**src/rtl/thr_alert_pkg.sv**
```systemverilog
// Shared types for the temperature threshold alert block.
// Assumes: all temperature values are two's-complement.
package thr_alert_pkg;

    // Per-channel alert behaviour selected by a mode bit.
    typedef enum logic {
        ALERT_CMP = 1'b0,
        ALERT_EVT = 1'b1
    } alert_mode_e;

    // Two-bit tracking state of one channel.
    typedef struct packed {
        logic above;  // reading seen above high limit, not yet below hysteresis
        logic pend;   // sticky event status
    } chan_state_t;

endpackage

```
**src/rtl/thr_chan_track.sv**
```systemverilog
// One channel of threshold tracking.
// Detects upward crossings of the high limit and downward crossings of the
// hysteresis limit, keeps a sticky status bit and presents this channel's
// alert condition according to its mode.
// Assumes: hyst_i is not above hi_i; clr_i is a single-cycle pulse.
module thr_chan_track
    import thr_alert_pkg::*;
#(
    parameter int TEMP_W = 8
) (
    input  logic              clk,
    input  logic              rst_n,
    input  logic              en_i,
    input  logic              mode_i,
    input  logic [TEMP_W-1:0] temp_i,
    input  logic [TEMP_W-1:0] hi_i,
    input  logic [TEMP_W-1:0] hyst_i,
    input  logic              clr_i,
    output logic              evt_o,
    output logic              status_o,
    output logic              cond_o
);

    chan_state_t st_q;
    logic        over_hi;
    logic        under_hyst;
    alert_mode_e mode;

    assign mode = alert_mode_e'(mode_i);

    // Purpose: signed threshold comparisons.
    always_comb begin
        over_hi    = $signed(temp_i) > $signed(hi_i);
        under_hyst = $signed(temp_i) < $signed(hyst_i);
    end

    // Purpose: a crossing event in either direction, gated by the enable.
    assign evt_o = en_i & ((!st_q.above & over_hi) | (st_q.above & under_hyst));

    // Purpose: update the tracking flag and the sticky status.
    always_ff @(posedge clk) begin
        if (!rst_n || !en_i) begin
            st_q <= '0;
        end else begin
            st_q.above <= st_q.above ? !under_hyst : over_hi;
            st_q.pend  <= (st_q.pend & !clr_i) | evt_o;
        end
    end

    assign status_o = st_q.pend;

    // Purpose: alert condition, the band flag or the latched event.
    assign cond_o = en_i & ((mode == ALERT_EVT) ? st_q.pend : st_q.above);

endmodule

```
**src/rtl/thr_read_clear.sv**
```systemverilog
// Read-clear tracker.
// Collects status-read strobes per enabled channel and issues one clear pulse
// once every enabled channel has been read. Any new event restarts the tally.
// Assumes: rd_i bits are one-cycle strobes from the host decode.
module thr_read_clear #(
    parameter int NUM_CH = 3
) (
    input  logic              clk,
    input  logic              rst_n,
    input  logic [NUM_CH-1:0] en_i,
    input  logic [NUM_CH-1:0] rd_i,
    input  logic              any_evt_i,
    output logic              clr_o
);

    logic [NUM_CH-1:0] seen_q;

    // Purpose: the clear fires when every enabled channel is covered.
    assign clr_o = &(seen_q | rd_i | ~en_i);

    // Purpose: accumulate reads and restart after a clear or a new event.
    always_ff @(posedge clk) begin
        if (!rst_n || clr_o || any_evt_i) begin
            seen_q <= '0;
        end else begin
            seen_q <= (seen_q | rd_i) & en_i;
        end
    end

endmodule

```
**src/rtl/thr_alert_top.sv**
```systemverilog
// Temperature threshold alert top.
// Instantiates one tracker per channel and a shared read-clear tracker, and
// merges the channel conditions into one active-low alert pin.
// Assumes: channel k occupies bits [k*TEMP_W +: TEMP_W] of each packed bus.
module thr_alert_top #(
    parameter int NUM_CH = 3,
    parameter int TEMP_W = 8
) (
    input  logic                     clk,
    input  logic                     rst_n,
    input  logic [NUM_CH*TEMP_W-1:0] temp_i,
    input  logic [NUM_CH*TEMP_W-1:0] hi_lim_i,
    input  logic [NUM_CH*TEMP_W-1:0] hyst_lim_i,
    input  logic [NUM_CH-1:0]        ch_en_i,
    input  logic [NUM_CH-1:0]        mode_i,
    input  logic                     pin_fn_i,
    input  logic [NUM_CH-1:0]        rd_strobe_i,
    output logic                     alert_n_o,
    output logic [NUM_CH-1:0]        status_o,
    output logic                     pin_fn_o
);

    logic [NUM_CH-1:0] evt;
    logic [NUM_CH-1:0] cond;
    logic              clr;
    logic              pin_fn_q;

    // Purpose: one tracker per sensor channel.
    for (genvar k = 0; k < NUM_CH; k++) begin : g_ch
        thr_chan_track #(.TEMP_W(TEMP_W)) trk_i (
            .clk      (clk),
            .rst_n    (rst_n),
            .en_i     (ch_en_i[k]),
            .mode_i   (mode_i[k]),
            .temp_i   (temp_i[k*TEMP_W +: TEMP_W]),
            .hi_i     (hi_lim_i[k*TEMP_W +: TEMP_W]),
            .hyst_i   (hyst_lim_i[k*TEMP_W +: TEMP_W]),
            .clr_i    (clr),
            .evt_o    (evt[k]),
            .status_o (status_o[k]),
            .cond_o   (cond[k])
        );
    end

    thr_read_clear #(.NUM_CH(NUM_CH)) rdc_i (
        .clk       (clk),
        .rst_n     (rst_n),
        .en_i      (ch_en_i),
        .rd_i      (rd_strobe_i),
        .any_evt_i (|evt),
        .clr_o     (clr)
    );

    // Purpose: register the pin-function select.
    always_ff @(posedge clk) begin
        if (!rst_n) pin_fn_q <= 1'b0;
        else        pin_fn_q <= pin_fn_i;
    end

    assign pin_fn_o = pin_fn_q;

    // Purpose: active-low OR of conditions, idle in management-interrupt use.
    assign alert_n_o = pin_fn_q | ~(|cond);

endmodule

```
**config.mk**
```make
export PLATFORM = sky130hd
export DESIGN_NAME = thr_alert_top
export DESIGN_NICKNAME = d
export VERILOG_FILES = /design/src/rtl/thr_alert_pkg.sv /design/src/rtl/thr_chan_track.sv /design/src/rtl/thr_read_clear.sv /design/src/rtl/thr_alert_top.sv
export SDC_FILE = /design/constraint.sdc
export NUM_CORES = 1
export LEC_CHECK = 0
export BUFFER_PORTS_ARGS = -buffer_cell sky130_fd_sc_hd__buf_2
export CORE_ASPECT_RATIO = 1.4
export CORE_MARGIN = 2
export CORE_UTILIZATION = 42
export CTS_BUF_LIST = sky130_fd_sc_hd__clkbuf_16
export CTS_CLUSTER_SIZE = 25
export DETAILED_ROUTE_END_ITERATION = 10
export GPL_TIMING_DRIVEN = 0
export PLACE_DENSITY = 0.88
export RECOVER_POWER = 100
export SLEW_MARGIN = 25
export SYNTH_ARGS = -nofsm -noshare
export SYNTH_HDL_FRONTEND = slang
export SYNTH_SLANG_ARGS = --single-unit
```
**constraint.sdc**
```tcl
create_clock -name clk -period 1.75 [get_ports clk]
set_input_delay 0 -clock clk [delete_from_list [all_inputs] [get_ports clk]]
set_output_delay 0 -clock clk [all_outputs]
set_load 0.05 [all_outputs]
```
Yosys cells after proc, flatten, opt, wreduce, memory -nomap -nowiden
Cells that the tools add are included.

Register bits after elaboration: 10. Output and inout port bits: 5. Word-level logic and storage cells: 66.

Order comparisons: 6. Muxes and demuxes: 6. Bitwise logic cells: 27. Reduce and logical (&&, ||, !) cells: 19.

Operators with widths (count): $gt A8 B8 Y1 (3); $lt A8 B8 Y1 (3); $and A1 B1 Y1 (15); $logic_not A1 Y1 (11); $or A1 B1 Y1 (7); $mux W1 (6); $or A3 B3 Y3 (2); $reduce_or A3 Y1 (2); $logic_or A1 B1 Y1 (5); $and A3 B3 Y3 (1); $not A3 Y3 (1); $reduce_and A3 Y1 (1); $not A1 Y1 (1).

Depth between registers and ports, before layout
Gate-level depths: netlist (run 1).

Depth in word-level cells: 6. Mapped depth: 8. Mapped depth without buffers: 8.

Modules after synthesis
A second synthesis (run 1) with hierarchy kept.

Cells, all modules: 232. Area, all modules: 1736.7 µm².

By module, submodules not included: thr_chan_track (instances 3, cells an instance 70, area each 506.7 µm², sequential area each 40.0 µm²); thr_read_clear (instances 1, cells an instance 17, area each 172.7 µm², sequential area each 60.1 µm²); thr_alert_top (instances 1, cells an instance 5, area each 43.8 µm², sequential area each 20.0 µm²).

Worst setup path after synthesis (run 1)
OpenSTA, ideal clock, no wires.

Kind: input to register. From: input hyst_lim_i[13]. To: register rdc_i.seen_q[2]. Library setup time: 0.129 ns. Arrival: 1.497 ns. Slack: 0.125 ns. Stages: 8. Buffers on the path: 0. Cell sequence: inv_1 ha_1 a21o_1 a2111oi_4 a21oi_2 o41a_1 nor2b_2 nor4_1.

Cells in the longest elaborated chain, start to end: 6.

RTL lines: from (decl) (RTL line thr_alert_top.sv:13) `input logic [NUM_CH*TEMP_W-1:0] hyst_lim_i,`; $lt A8 B8 Y1 (RTL line thr_chan_track.sv:34) `under_hyst = $signed(temp_i) < $signed(hyst_i);`; $and A1 B1 Y1 (RTL line thr_chan_track.sv:38) `assign evt_o = en_i & ((!st_q.above & over_hi) | (st_q.above & under_hyst));`; $or A1 B1 Y1 (RTL line thr_chan_track.sv:38); $and A1 B1 Y1 (RTL line thr_chan_track.sv:38); $reduce_or A3 Y1 (RTL line thr_alert_top.sv:50) `.any_evt_i (|evt),`; $logic_or A1 B1 Y1 (RTL line thr_read_clear.sv:23) `if (!rst_n || clr_o || any_evt_i) begin`; to (signal assigned) (RTL line thr_read_clear.sv:26) `seen_q <= (seen_q | rd_i) & en_i;`; to (decl) (RTL line thr_read_clear.sv:16) `logic [NUM_CH-1:0] seen_q;`.

Every way passes these cells. A chain may end at the register's enable or synchronous reset.

Worst setup path after layout (run 1)
From: input temp_i[13]. To: register rdc_i.seen_q[2].

Cells in the longest elaborated chain, start to end: 6. Elaborated cells between the ends (all ways): 8. Classes of those cells: order compare (2); bitwise (4); reduce/logical (2).

RTL lines: from (decl) (RTL line thr_alert_top.sv:11) `input logic [NUM_CH*TEMP_W-1:0] temp_i,`; $gt A8 B8 Y1 / $lt A8 B8 Y1 (equally long branches) (RTL line thr_chan_track.sv:33, thr_chan_track.sv:34); $and A1 B1 Y1 (RTL line thr_chan_track.sv:38); $or A1 B1 Y1 (*) (RTL line thr_chan_track.sv:38); $and A1 B1 Y1 (*) (RTL line thr_chan_track.sv:38); $reduce_or A3 Y1 (*) (RTL line thr_alert_top.sv:50); $logic_or A1 B1 Y1 (*) (RTL line thr_read_clear.sv:23).

Mark *: on every way between the ends. The rest lies on a longest branch, timed or not.

==> results of run 1 <==
power breakdown:
group / total [mW] / internal (mW) / switching, mW
sequential: 0.253 / 0.244 / 0.00940
clock: 0.410 / 0.300 / 0.111
combinational: 0.507 / 0.242 / 0.264
cell usage in the layout (no fill, tap or decap), types with 2 or more instances in the layout:
cell | Yosys | routed
buf_2 | 0 | 82
inv_1 | 56 | 56
ha_1 | 45 | 45
nand2_1 | 17 | 17
nor2_1 | 15 | 15
a21oi_1 | 15 | 15
dfxtp_1 | 10 | 10
o21ai_0 | 4 | 5
nand4_1 | 5 | 5
nand2b_1 | 5 | 5
clkbuf_1 | 0 | 5
buf_4 | 3 | 4
nor2b_1 | 3 | 3
a211oi_1 | 3 | 3
o21ai_1 | 4 | 3
clkbuf_16 | 0 | 3
mux2_2 | 2 | 2
nor3b_1 | 2 | 2
a211o_1 | 2 | 2
o211ai_1 | 2 | 2
and4_1 | 2 | 2
a21o_1 | 2 | 2
and2_1 | 2 | 2
o2111ai_1 | 2 | 2
metrics by stage:
stage / instance area (um2) / TNS [ns] / power, mW / instances
floorplan: 1720 / 0 / 0.586 / 226
global placement: 2220 / -0.232 / 0.744 / 357
detailed placement: 2220 / -0.321 / 0.762 / 357
CTS: 2310 / 0 / 1.18 / 362
global route: 2310 / 0 / 1.26 / 363
finish: 2310 / 0 / 1.17 / 363
final timing paths:
| kind | endpoint | depth (start not counted) | slack [ns] | startpoint |
|---|---|---|---|---|
| max | rdc_i.seen_q[2] | 8 | 0.14 | temp_i[13] |
| min reg2reg | g_ch[1].trk_i.st_q[1] | 2 | 0.47 | g_ch[1].trk_i.st_q[1] |
| min | pin_fn_o | 2 | 0.05 | rst_n |
| max reg2reg | rdc_i.seen_q[0] | 6 | 0.41 | g_ch[2].trk_i.st_q[1] |
kinds of logic after synthesis:
family	count (synthesis)	share of synthesized area [%]
buffers and inverters	59	13.5
flip-flops	10	11.6
adder cells (fa/ha/maj)	45	32.7
AND/OR/NAND/NOR	58	17.6
AO/OA/AOI/OAI	50	21.5
multiplexers	4	3.19
state kept, by name (all words and copies together) (netlist names):
register / cells
g_ch.trk_i.status_o: 3
rdc_i.seen_q: 3
pin_fn_o: 1
g_ch.trk_i.st_q: 3
repair_timing:
item,in CTS,in global routing
buffers inserted,0,1
hold endpoints to repair,1,0
hold buffers,1,0
setup endpoints to repair,0,2
gates resized for setup,0,1
cell type report:
cell class	instances	area, um2	area share [%]
buffer	3	22.5	0.973
clock buffer	3	75.1	3.24
clock inverter	1	3.75	0.162
inverter	56	210	9.09
multi-input combinational	157	1300	56.0
sequential	10	200	8.65
tap	43	53.8	2.33
timing repair buffer	90	452	19.5
metal layers:
| metal | GRT usage [%] | vias up | part of all wire [%] |
|---|---|---|---|
| li1 | - | 974 | - |
| met1 | 17.1 | 820 | 39 |
| met2 | 34.9 | 55 | 54 |
| met3 | 2.43 | 3 | 6.1 |
| met4 | 5.12 | 0 | 1.0 |
| met5 | 0 | - | 0 |
worst reg2reg max path, delay by kind of cell, from the launching register on:
family / cells / cell delay, ns
AO/OA/AOI/OAI: 4 / 0.62
buffers and inverters: 1 / 0.08
flip-flops: 1 / 0.31
AND/OR/NAND/NOR: 1 / 0.24
==> out/metrics.cfg, run 1 <==
[cells_and_area]
fillers = 383
insertedDiodeCount = 0
synthToLayoutAreaGrowth_pct = 34.2
drive_above_1_share_pct = 31.9
nets = 450
finish.utilization_pct = 58.5

[drt]
drt_pass1_iterations = 4
detailroute.via_count = 1852
detail_route.wl_per_cell_um = 10.6
wirelength_mm = 3.86
vias_per_cell = 5.10
drc = 0
dr.first_iter.drc_count = 34
postRouteAntennaNets = 0

[clock_tree]
worstSkewPairLatency_ns = 0.24
cts_num_sinks = 10
ctsRootBufferMaster = clkbuf_16
cts_buffer_depth = 2
htree_levels = 1
tritoncts.num_buffers = 3
clkTransAtPathRegs_ns = 0.04
tritoncts_clock_tree = built

[floorplan]
die_area_mm2 = 0.00464
die_y_um = 79.8
core_mm2 = 0.00395
dieWidth_um = 58.2
floorplan.initialDensity_pct = 43.6
rows = 27
io_pins = 89

[place]
sum_of_net_half_perimeters_after_detailed_placement_mm = 3.57
gp_routability_congestion = 0.787
numPortBuffers = 88
dpl_worst_slack_ns = -0.122

[job]
drv_cap = 0

[synth]
post_synth_most_frequent_cells = inv_1 (56), ha_1 (45), nand2_1 (17)
syn_inst = 226
ys_top_cells_by_area = ha_1 (33%), inv_1 (12%), dfxtp_1 (12%), a21oi_1 (4.4%), nand2_1 (3.7%)
ys_warn_count = 0
yosys_cell_types = 46
ys_ff_latch = 10
async_reset_ff_share_pct = 0
synth.avg_cell_area_um2 = 7.63
leading_register_cell_type_out_of_synthesis = dfxtp_1
synth_most_common_cell = inv_1
synthDominantCellAreaShare_pct = 32.7
synth-seq-area-share_pct = 11.6
post_synth_instance_area_mm2 = 0.00172
post-synth-top-area-cell = ha_1
synth_edf_count = 0
synth_fp_nets = 355

[critical_path]
critPathRequiredTime_ns = 1.87
startpoint_types = input port
crit_path_top_delay_cell = o41a_1
timing.critical_path.fanout_max = 3
path_delay_family = compound AO/OA/AOI/OAI gates
worstPathBufferInverterCount = 1
arrival_ns = 1.72
crit_type = input port to flop
cpPeakStageDelay_ns = 0.43
endpoint_kind = flop
critical_path_cell_by_cell = buf_2, ha_1, a21o_1, a2111oi_4, a21oi_2, o41a_1, nor2b_2, nor4_1

[power]
leakagePower_nw = 1.33
cellPowerDensity_mw_per_mm2 = 506
max-vdd-ir-drop_mv = 0.519

[global_route]
wire_length_of_the_first_global_routing_pass_mm = 6.56
grt_antenna_before_repair = 0
grt_use_total_pct = 17.1
grt.overflow.total = 0
via_count_of_the_first_global_routing_pass = 1807
maximum_number_of_pins_on_one_net_before_global_route_repair = 7

[timing]
slew_violations = 0
final_hold_violating_endpoints = 0
timing.final.ws_setup_ns = 0.143
unrepaired_setup_endpoints_after_global_routing = no
worst_pin_slew_ns = 0.615
hold_ws_ns = 0.0514
setup_viol = 0
final_period_minus_worst_setup_slack_ns = 1.61
fin_worst_skew_ns = 0.00297
slew-limit-headroom_pct = 59.2
fmaxAchievable_mhz = 622
final.period_utilization_pct = 91.8

[run_status]
run_status = finished, final reports clean

[worst_hold_path]
hp-class = input port to flop

(Power assumes the default switching activity.)
==> inputs of run 2 (changes only) <==
ABC_AREA = 1   (was not set)
PLACE_DENSITY = 0.87   (was 0.88)
==> out/metrics.cfg, run 2 <==
[run_status]
run_status = finished, violations left  ; was finished, final reports clean
failed_checks = design-rule violations

[floorplan]
io_pins = 89  ; unchanged
dieWidth_um = 59.0  ; was 58.2 um
core_mm2 = 0.00413  ; was 0.00395 mm2
floorplan.initialDensity_pct = 43.0  ; was 43.6%
die_y_um = 81.0  ; was 79.8 um
die_area_mm2 = 0.00478  ; was 0.00464 mm2
rows = 28  ; was 27

[cells_and_area]
synthToLayoutAreaGrowth_pct = 30.2  ; was 34.2%
layout_common_cells = buf_2 (82), nand2_1 (76), inv_1 (65)  ; was buf_2 (82), inv_1 (56), ha_1 (45)
drive_above_1_share_pct = 26.2  ; was 31.9%
finish.utilization_pct = 56.0  ; was 58.5%
insertedDiodeCount = 0  ; unchanged
final_common_cell = buf_2  ; unchanged
nets = 505  ; was 450
seqCellArea_um2 = 200  ; unchanged
area_taken_by_multi_input_logic_gates_mm2 = 0.00126  ; was 0.00130 mm2
design_area_mm2 = 0.00231  ; about the same
fillers = 437  ; was 383

[timing]
hold_ws_ns = 0.0270  ; was 0.0514 ns
setup_total_negative_slack_ns = 0  ; unchanged
final_period_minus_worst_setup_slack_ns = 1.38  ; was 1.61 ns
worst_pin_slew_ns = 0.618  ; was 0.615 ns
final_hold_violating_endpoints = 0  ; unchanged
unrepaired_setup_endpoints_after_global_routing = no  ; unchanged
slew-limit-headroom_pct = 59.0  ; was 59.2%
slew_violations = 0  ; unchanged
final.period_utilization_pct = 78.7  ; was 91.8%
setup_viol = 0  ; unchanged
fmaxAchievable_mhz = 726  ; was 622 MHz
fin_worst_skew_ns = 0.00250  ; was 0.00297 ns

[clock_tree]
clkTransAtPathRegs_ns = 0.04  ; about the same
cts_num_sinks = 10  ; unchanged
cts_buffer_depth = 2  ; unchanged
tritoncts_clock_tree = built  ; unchanged
worstSkewPairLatency_ns = 0.23  ; was 0.24 ns
htree_levels = 1  ; unchanged
ctsRootBufferMaster = clkbuf_16  ; unchanged
cts.repair.resized = 0  ; unchanged
tritoncts.num_buffers = 3  ; unchanged

[synth]
post_synth_instance_area_mm2 = 0.00178  ; was 0.00172 mm2
ys_top_cells_by_area = ha_1 (32%), nand2_1 (16%), inv_1 (14%), dfxtp_1 (11%), a21oi_1 (5.3%)  ; was ha_1 (33%), inv_1 (12%), dfxtp_1 (12%), a21oi_1 (4.4%), nand2_1 (3.7%)
ys_warn_count = 0  ; unchanged
leading_register_cell_type_out_of_synthesis = dfxtp_1  ; unchanged
synthDominantCellAreaShare_pct = 31.7  ; was 32.7%
yosys_cell_types = 21  ; was 46
synth-seq-area-share_pct = 11.3  ; was 11.6%
synth_edf_count = 0  ; unchanged
synth_most_common_cell = nand2_1  ; was inv_1
post-synth-top-area-cell = ha_1  ; unchanged
post_synth_most_frequent_cells = nand2_1 (75), inv_1 (65), ha_1 (45)  ; was inv_1 (56), ha_1 (45), nand2_1 (17)
synth.avg_cell_area_um2 = 6.30  ; was 7.63 um2
syn_inst = 282  ; was 226
synth_fp_nets = 411  ; was 355
ys_ff_latch = 10  ; unchanged
async_reset_ff_share_pct = 0  ; unchanged

[job]
drv_cap = 0  ; unchanged

[drt]
dr.first_iter.drc_count = 48  ; was 34
drt_pass1_iterations = 7  ; was 4
vias_per_cell = 4.76  ; was 5.10
wirelength_mm = 4.15  ; was 3.86 mm
detailroute.via_count = 1994  ; was 1852
detail_route.wl_per_cell_um = 9.91  ; was 10.6 um
drc = 5  ; was 0
postRouteAntennaNets = 0  ; unchanged

[critical_path]
crit_type = flop to output pin  ; was input port to flop
cpPeakStageDelay_ns = 0.46  ; was 0.43 ns
path_delay_family = buffers and inverters  ; was compound AO/OA/AOI/OAI gates
worstPathBufferInverterCount = 2  ; was 1
timing.critical_path.fanout_max = 3  ; unchanged
crit_path_top_delay_cell = clkbuf_1  ; was o41a_1
critical_path_cell_by_cell = inv_1, o21ai_0, nand2_1, a31o_2, clkbuf_1  ; was buf_2, ha_1, a21o_1, a2111oi_4, a21oi_2, o41a_1, nor2b_2, nor4_1
startpoint_types = flop  ; was input port
arrival_ns = 1.38  ; was 1.72 ns
endpoint_kind = output pin  ; was flop
critPathRequiredTime_ns = 1.75  ; was 1.87 ns

[power]
leakagePower_nw = 1.49  ; was 1.33 nW
cellPowerDensity_mw_per_mm2 = 488  ; was 506 mW/mm2
max-vdd-ir-drop_mv = 0.241  ; was 0.519 mV

[place]
place_area_mm2 = 0.00227  ; was 0.00222 mm2
numPortBuffers = 88  ; unchanged
gp_routability_congestion = 0.764  ; was 0.787
sum_of_net_half_perimeters_after_detailed_placement_mm = 3.83  ; was 3.57 mm

[global_route]
via_count_of_the_first_global_routing_pass = 1986  ; was 1807
grt_use_total_pct = 18.3  ; was 17.1%
wire_length_of_the_first_global_routing_pass_mm = 6.98  ; was 6.56 mm
maximum_number_of_pins_on_one_net_before_global_route_repair = 6  ; was 7
grt.overflow.total = 0  ; unchanged
grt_antenna_before_repair = 0  ; unchanged

[worst_hold_path]
hp-class = input port to flop  ; unchanged

[run 2: through the flow]
step	std cells	setup WS (ns)	power [mW]
final	419	0.374	1.13
after global routing	419	0.266	1.23
after CTS	419	0.453	1.16
after detailed placement	415	0.346	0.761
after global placement	415	0.380	0.737
after floorplan	282	0.576	0.583
[run 2: repair_timing]
action | 4_1_cts | 5_1_grt
buffers inserted | 0 | 0
hold endpoints to repair | 1 | 0
hold buffers | 1 | 0
[run 2: metal layers]
metal,up-vias,wire [um],global-route usage (%),share of wire (%)
met2,64,2310,38.8,56
met3,6,300,3.34,7.2
met1,850,1460,15.7,35
met5,-,0,0,0
li1,1074,-,-,-
met4,0,76,7.50,1.8
[run 2: cell type report]
type                            instances  area share (%)
Timing Repair Buffer                   89            19.1
Multi-Input combinational cell        200            54.4
Clock buffer                            3            3.24
Buffer                                  3           0.973
Sequential cell                        10            8.65
Tap cell                               45            2.43
Inverter                               69            11.2
[run 2: worst register-to-register path, stage by stage, from the launching register on]
cell and delay [ns]:
dfxtp_1 0.32, nor2_1 0.05, a221o_2 0.38, nand2_1 0.07
inv_1 0.04, nand2_2 0.08, nor3_1 0.05
[run 2: path summary, 6_finish.rpt]
path                                        startpoint                     end  slack (ns)  cells past startpoint
worst min register to register  g_ch[0].trk_i.status_o  g_ch[0].trk_i.status_o        0.47                      2
worst min-delay path                             rst_n                pin_fn_o        0.03                      3
worst max-delay path             g_ch[0].trk_i.st_q[1]               alert_n_o        0.37                      5
worst max register to register         rdc_i.seen_q[2]         rdc_i.seen_q[2]        0.64                      6
[run 2: kinds of logic after synthesis]
logic type / synth area share, %
flops: 11.3
fa+ha+maj: 31.7
buf+inv: 15.8
simple gates: 31.8
compound gates: 9.43
[run 2: power breakdown]
group          internal, mW  total, mW  leakage, nW  switching [mW]
logic                 0.219      0.488         1.37           0.269
clock network         0.296      0.393       0.0370          0.0974
registers             0.242      0.249       0.0818         0.00691
total                 0.757       1.13         1.49           0.373
